**src/rtl/kgpio_pkg.sv**
```systemverilog
package kgpio_pkg;
   localparam int unsigned BUS_DW = 32;

   localparam logic [7:0] OFS_DIN   = 8'h04;
   localparam logic [7:0] OFS_MODE1 = 8'h08;
   localparam logic [7:0] OFS_MODE0 = 8'h0C;
   localparam logic [7:0] OFS_DSET  = 8'h14;
   localparam logic [7:0] OFS_DCLR  = 8'h18;
   localparam logic [7:0] OFS_M1CLR = 8'h50;
   localparam logic [7:0] OFS_M0SET = 8'h54;
   localparam logic [7:0] OFS_M0CLR = 8'h58;
   localparam logic [7:0] OFS_LOCK  = 8'h60;

   localparam logic [15:0] UNLOCK_KEY = 16'hD42F;

   typedef enum logic [1:0] {
      PAD_INPUT    = 2'b00,
      PAD_PUSHPULL = 2'b01,
      PAD_SINK     = 2'b10,
      PAD_SOURCE   = 2'b11
   } pad_mode_e;
endpackage

```
**src/rtl/kgpio_sync.sv**
```systemverilog
module kgpio_sync #(
   parameter int unsigned WIDTH  = 32,
   parameter int unsigned STAGES = 2
) (
   input  logic             clk,
   input  logic             rst_n,
   input  logic [WIDTH-1:0] async_in,
   output logic [WIDTH-1:0] sync_out
);
   localparam int unsigned LAST = STAGES - 1;

   if (STAGES < 2) begin : g_bad_stages
      $error("kgpio_sync: STAGES must be at least 2");
   end

   logic [WIDTH-1:0] stage_q [STAGES];

   always_ff @(posedge clk or negedge rst_n) begin
      if (!rst_n) stage_q[0] <= '0;
      else        stage_q[0] <= async_in;
   end

   for (genvar s = 1; s < STAGES; s++) begin : g_stage
      always_ff @(posedge clk or negedge rst_n) begin
         if (!rst_n) stage_q[s] <= '0;
         else        stage_q[s] <= stage_q[s-1];
      end
   end

   assign sync_out = stage_q[LAST];
endmodule

```
**src/rtl/kgpio_mode_regs.sv**
```systemverilog
module kgpio_mode_regs #(
   parameter int unsigned NPINS = 32
) (
   input  logic             clk,
   input  logic             rst_n,
   input  logic             unlocked,
   input  logic             wr_m0_word,
   input  logic             wr_m1_word,
   input  logic             wr_m0_set,
   input  logic             wr_m0_clr,
   input  logic             wr_m1_clr,
   input  logic [NPINS-1:0] wdata,
   output logic [NPINS-1:0] mode0,
   output logic [NPINS-1:0] mode1
);
   logic [NPINS-1:0] m0_d, m1_d;

   always_comb begin
      m0_d = mode0;
      m1_d = mode1;
      if (unlocked) begin
         if (wr_m0_word) m0_d = wdata;
         if (wr_m0_set)  m0_d = mode0 | wdata;
         if (wr_m0_clr)  m0_d = mode0 & ~wdata;
         if (wr_m1_word) m1_d = wdata;
         if (wr_m1_clr)  m1_d = mode1 & ~wdata;
      end
   end

   always_ff @(posedge clk or negedge rst_n) begin
      if (!rst_n) begin
         mode0 <= '0;
         mode1 <= '0;
      end else begin
         mode0 <= m0_d;
         mode1 <= m1_d;
      end
   end

   AST_MODE_FROZEN: assert property (@(posedge clk) disable iff (!rst_n)
      !unlocked |=> ($stable(mode0) && $stable(mode1)));
endmodule

```
**src/rtl/kgpio_pad_drive.sv**
```systemverilog
module kgpio_pad_drive
   import kgpio_pkg::*;
#(
   parameter int unsigned NPINS = 32
) (
   input  logic [NPINS-1:0] mode0,
   input  logic [NPINS-1:0] mode1,
   input  logic [NPINS-1:0] dout,
   output logic [NPINS-1:0] pad_out,
   output logic [NPINS-1:0] pad_oe
);
   for (genvar p = 0; p < NPINS; p++) begin : g_pin
      pad_mode_e sel;
      logic      en, lvl;
      assign sel = pad_mode_e'({mode1[p], mode0[p]});
      always_comb begin
         unique case (sel)
            PAD_INPUT:    begin en = 1'b0;     lvl = 1'b0;    end
            PAD_PUSHPULL: begin en = 1'b1;     lvl = dout[p]; end
            PAD_SINK:     begin en = ~dout[p]; lvl = 1'b0;    end
            PAD_SOURCE:   begin en = dout[p];  lvl = 1'b1;    end
            default:      begin en = 1'b0;     lvl = 1'b0;    end
         endcase
      end
      assign pad_oe[p]  = en;
      assign pad_out[p] = en & lvl;
   end
endmodule

```
**src/rtl/keyed_gpio_bank.sv**
```systemverilog
module keyed_gpio_bank
   import kgpio_pkg::*;
#(
   parameter int unsigned NPINS       = 32,
   parameter int unsigned ADDR_W      = 8,
   parameter int unsigned SYNC_STAGES = 2
) (
   input  logic              clk,
   input  logic              rst_n,
   input  logic              bus_wr,
   input  logic              bus_rd,
   input  logic [ADDR_W-1:0] bus_addr,
   input  logic [31:0]       bus_wdata,
   output logic [31:0]       bus_rdata,
   input  logic [NPINS-1:0]  pad_in,
   output logic [NPINS-1:0]  pad_out,
   output logic [NPINS-1:0]  pad_oe
);
   localparam int unsigned KEY_W = $bits(UNLOCK_KEY);

   if (NPINS < 1 || NPINS > BUS_DW) begin : g_bad_npins
      $error("keyed_gpio_bank: NPINS must be 1..32");
   end
   if (ADDR_W < 7) begin : g_bad_addr
      $error("keyed_gpio_bank: ADDR_W too narrow for the register map");
   end

   function automatic logic hit(input logic [ADDR_W-1:0] a, input logic [7:0] ofs);
      return a == ADDR_W'(ofs);
   endfunction

   logic [NPINS-1:0] wbits;
   logic [NPINS-1:0] dout_q, din_sync, mode0, mode1;
   logic             lock_q;
   logic [31:0]      rd_mux;

   assign wbits = bus_wdata[NPINS-1:0];

   // lock register
   always_ff @(posedge clk or negedge rst_n) begin
      if (!rst_n)                             lock_q <= 1'b0;
      else if (bus_wr && hit(bus_addr, OFS_LOCK)) lock_q <= (bus_wdata[KEY_W-1:0] == UNLOCK_KEY);
   end

   // output data with set/clear aliases
   always_ff @(posedge clk or negedge rst_n) begin
      if (!rst_n) dout_q <= '0;
      else if (bus_wr) begin
         if (hit(bus_addr, OFS_DSET)) dout_q <= dout_q | wbits;
         if (hit(bus_addr, OFS_DCLR)) dout_q <= dout_q & ~wbits;
      end
   end

   kgpio_mode_regs #(.NPINS(NPINS)) u_mode (
      .clk        (clk),
      .rst_n      (rst_n),
      .unlocked   (lock_q),
      .wr_m0_word (bus_wr && hit(bus_addr, OFS_MODE0)),
      .wr_m1_word (bus_wr && hit(bus_addr, OFS_MODE1)),
      .wr_m0_set  (bus_wr && hit(bus_addr, OFS_M0SET)),
      .wr_m0_clr  (bus_wr && hit(bus_addr, OFS_M0CLR)),
      .wr_m1_clr  (bus_wr && hit(bus_addr, OFS_M1CLR)),
      .wdata      (wbits),
      .mode0      (mode0),
      .mode1      (mode1)
   );

   kgpio_sync #(.WIDTH(NPINS), .STAGES(SYNC_STAGES)) u_sync (
      .clk      (clk),
      .rst_n    (rst_n),
      .async_in (pad_in),
      .sync_out (din_sync)
   );

   kgpio_pad_drive #(.NPINS(NPINS)) u_pad (
      .mode0   (mode0),
      .mode1   (mode1),
      .dout    (dout_q),
      .pad_out (pad_out),
      .pad_oe  (pad_oe)
   );

   // readback
   always_comb begin
      rd_mux = '0;
      if (hit(bus_addr, OFS_DIN))   rd_mux = 32'(din_sync);
      if (hit(bus_addr, OFS_MODE0)) rd_mux = 32'(mode0);
      if (hit(bus_addr, OFS_MODE1)) rd_mux = 32'(mode1);
      if (hit(bus_addr, OFS_LOCK))  rd_mux = {lock_q, 31'b0};
   end

   always_ff @(posedge clk or negedge rst_n) begin
      if (!rst_n)      bus_rdata <= '0;
      else if (bus_rd) bus_rdata <= rd_mux;
   end

   AST_LOCK_OPEN: assert property (@(posedge clk) disable iff (!rst_n)
      (bus_wr && hit(bus_addr, OFS_LOCK) && bus_wdata[KEY_W-1:0] == UNLOCK_KEY) |=> lock_q);
   AST_LOCK_SHUT: assert property (@(posedge clk) disable iff (!rst_n)
      (bus_wr && hit(bus_addr, OFS_LOCK) && bus_wdata[KEY_W-1:0] != UNLOCK_KEY) |=> !lock_q);
   AST_DSET_BITS: assert property (@(posedge clk) disable iff (!rst_n)
      (bus_wr && hit(bus_addr, OFS_DSET)) |=> ((dout_q & $past(wbits)) == $past(wbits)));
   AST_INPUT_FLOAT: assert property (@(posedge clk) disable iff (!rst_n)
      ((pad_oe & ~(mode0 | mode1)) == '0));
   AST_RDATA_HOLD: assert property (@(posedge clk) disable iff (!rst_n)
      !bus_rd |=> $stable(bus_rdata));
endmodule

```
**config.mk**
```make
export PLATFORM = sky130hd
export DESIGN_NAME = keyed_gpio_bank
export DESIGN_NICKNAME = d
export VERILOG_FILES = /design/src/rtl/kgpio_pkg.sv /design/src/rtl/kgpio_sync.sv /design/src/rtl/kgpio_mode_regs.sv /design/src/rtl/kgpio_pad_drive.sv /design/src/rtl/keyed_gpio_bank.sv
export SDC_FILE = /design/constraint.sdc
export NUM_CORES = 1
export LEC_CHECK = 0
export BUFFER_PORTS_ARGS = -buffer_cell sky130_fd_sc_hd__buf_2
export CAP_MARGIN = 10
export CORE_UTILIZATION = 45
export CTS_CLUSTER_SIZE = 10
export DETAILED_ROUTE_END_ITERATION = 12
export GPL_ROUTABILITY_DRIVEN = 1
export GPL_TIMING_DRIVEN = 0
export PLACE_DENSITY = 0.7
export SLEW_MARGIN = 20
export SYNTH_ARGS = -nofsm -noshare
export SYNTH_HDL_FRONTEND = slang
export SYNTH_SLANG_ARGS = --single-unit
```
**constraint.sdc**
```tcl
create_clock -name clk -period 1.8 [get_ports clk]
set_input_delay 0.09 -clock clk [delete_from_list [all_inputs] [get_ports clk]]
set_output_delay 0.09 -clock clk [all_outputs]
set_load 0.01 [all_outputs]
```
==> results.tsv <==
metric	value	unit
Worst Path Buf+Inv	2	
clock slew at reported path FFs	0.07	ns
Slew Limit Headroom	0.472	
Routed WL	24700	um
Req. time, crit path	2.13	ns
RR Endpoint	u_mode.mode1[10]	
Filler cells	1515	
max_cap viols	0	
Post-synth EDFFs	0	
Min-Delay Endpoint	bus_rdata[1]	
IO buf count	171	
H-tree depth	4	
crit-path cells	or4bb_4 > nor4_4 > buf_6 > clkbuf_16 > a211oi_2 > a21o_1	
fin crit share	0.998	
DR pass1 iterations	5	
cts bufs inserted	17	
WHS Path Cells	3	
drt wl/cell	18.9	um
Post-Syn Area	8520	um^2
vias per inst	5.49	
routed via count	7168	
vias in the first global route	7172	
Hold Vio Cnt, Final	0	
area added between synthesis and finish	32.5	%
Ys Warns	0	
pin count of the biggest net entering global routing	87	
outcome	finished, final reports clean	
peak supply drop	0.523	mV
Routed Antenna Nets	0	
worst hold path type	input pin to flop	
Row Count	49	
Min-Delay Startpoint	bus_rd	
initial antenna violation count	4	
CTS tree	yes	
slowest cell delay on critical path	0.49	ns
DIE WIDTH	140	um
critical path class	flop to flop	
DIE HEIGHT	140	um
unrepaired setup endpoints after global routing	yes	
share of cells above drive strength 1	0.274	
Fmax	0.557	GHz
Critical Path Sink Type	flop	
FF-to-FF setup slack	0.004	ns
Worst-Margin Slew	0.792	ns
GRT overflow	0	
GRT Overall Usage	0.262	
initial drt markers	477	
total die area	19500	um^2
Setup violations, final	0	
CP max-delay cell	or4bb_4	
Core Region	18300	um^2
pre-CTS setup slack	-0.475	ns
CP max FO	8	
Pins Over Slew Limit	0	
crit-path leading delay family	simple AND/OR/NAND/NOR gates	
#FFs+latches synth	193	
Gate Count Post-Synth	792	
worst-case reg-to-reg path depth	6	
Cell Pwr Density	838	nW/um^2
final setup margin	0.00390	ns
FF-to-FF Start	lock_q	
critical path arrival	2.13	ns
final-stage net count	1136	
syn nets	868	
first-pass GRT wire length	38900	um
sequential share of the synthesized area	0.567	
Worst-Skew Late Latency	0.44	ns
hpwl dp	16200	um
Final Skew	0.0106	ns
Clock Path Buffers	2	
Worst setup SP type	flop	
count of cell types in the netlist	37	
post-synthesis async set-or-reset flop share	1.00	
clock sink total	193	
fin crit period	1.80	ns
Starting Density	0.466	
GPL Wtd Cong	0.852	
Fin Hold WS	0.0389	ns
clock root buffer	clkbuf_16	
Synth Area per Inst	10.8	um^2
Ports	172	
DRC Markers	0	
P_leak	5.39	nW
prevailing post-synth register cell	dfrtp_1	
==> synth_stat cells, types with 32 or more instances <==
cell	instances	area [um^2]
and2_1	32	200
a21oi_1	64	320
buf_4	35	263
a32o_1	32	320
inv_1	32	120
a31oi_1	33	206
nor2_1	67	251
xnor2_1	33	289
nand2_1	40	150
nand2b_1	65	407
a21o_1	32	240
a211oi_1	32	240
dfrtp_1	193	4830
==> how the worst max path moves through the flow <==
stage	from	to	slack (ns)	depth (start not counted)
floorplan	lock_q	u_mode.mode1[10]	0.04	5
global placement	rst_n	u_sync.sync_out[6]	-2.59	1
detailed placement	bus_addr[1]	flop	-0.47	5
CTS	lock_q	u_mode.mode1[5]	-0.02	6
global route	lock_q	u_mode.mode1[10]	-0.04	6
finish	lock_q	u_mode.mode1[10]	0.004	6
==> power by group <==
group / switching, W / internal [W]
sequential: 0.0000697 / 0.00447
combinational: 0.000484 / 0.000452
clock: 0.00186 / 0.00212
total: 0.00241 / 0.00705
==> worst reg2reg max path, cell delays in order, from the launching register on <==
cell       delay (ns)
dfrtp_1          0.41
or4bb_4          0.49
nor4_4           0.19
buf_6            0.23
clkbuf_16        0.17
a211oi_2         0.04
a21o_1           0.16
==> kinds of logic (layout without fill, tap and decap cells) <==
group | Yosys count | in the layout | synth area share
AO/OA/AOI/OAI | 227 | 227 | 0.190
AND/OR/NAND/NOR | 227 | 227 | 0.142
flip-flops | 193 | 193 | 0.567
buffers and inverters | 111 | 392 | 0.0661
XOR/XNOR | 33 | 33 | 0.0339
multiplexers | 1 | 1 | 0.00132
other | 0 | 3 | 0
==> final cells by class <==
cell class	instances	area, um^2	share of cell area
sequential	193	4830	0.428
clock buffer	17	425	0.0377
tap	229	287	0.0254
multi-input combinational	488	3230	0.287
inverter	32	120	0.0106
buffer	79	490	0.0435
antenna	3	7.51	0.000665
clock inverter	15	194	0.0172
timing repair buffer	249	1700	0.151
==> layout by cell type (no fill, tap or decap), drive strengths merged <==
cell	netlist	routed
nand4b	1	1
o41ai	31	31
nand4	1	1
or4	1	1
or2	1	1
nand2	40	40
nor2	67	67
xnor2	33	33
a211oi	32	32
dfrtp	193	193
nand4bb	1	1
nor2b	1	1
bufinv	0	2
nand2b	65	65
nor4bb	1	1
nand3	3	3
diode	0	3
buf	48	235
clkinvlp	0	1
nor4	5	5
or4b	1	1
a21oi	64	64
a31oi	33	33
a21o	32	32
nor3	4	4
and2	32	32
mux2	1	1
a32o	32	32
o21a	1	1
clkinv	0	5
or4bb	1	1
or3b	2	2
clkbuf	31	45
dlygate4sd3	0	65
o21ai	2	2
inv	32	39
==> repair_timing <==
item	in CTS	in global routing
setup endpoints to repair	72	72
pin swaps	3	12
gates cloned	1	1
hold buffers	65	0
hold endpoints to repair	321	0
buffers inserted	7	2
gates resized for setup	23	25
==> routing by layer <==
| layer | wire length, um | GRT usage | part of all wire | up-vias |
|---|---|---|---|---|
| met5 | 0 | 0 | 0 | - |
| met4 | 642 | 0.101 | 0.026 | 0 |
| met3 | 1530 | 0.0606 | 0.062 | 45 |
| met2 | 11800 | 0.413 | 0.48 | 260 |
| met1 | 10700 | 0.352 | 0.43 | 3564 |
| li1 | - | - | - | 3299 |
==> stage by stage <==
| step | cell area [um^2] | total power [W] | setup TNS (ns) | std cells | utilization |
|---|---|---|---|---|---|
| after global placement | 9660 | 0.00541 | -535.25 | 1192 | 0.529 |
| after detailed placement | 9730 | 0.00544 | -39.30 | 1194 | 0.532 |
| final | 11300 | 0.00946 | 0 | 1305 | 0.618 |
| after floorplan | 8520 | 0.00502 | 0 | 792 | - |
| after CTS | 11200 | 0.00949 | -0.120 | 1299 | 0.610 |
| after global routing | 11300 | 0.00978 | -0.341 | 1304 | 0.618 |
(Power assumes the default switching activity.)
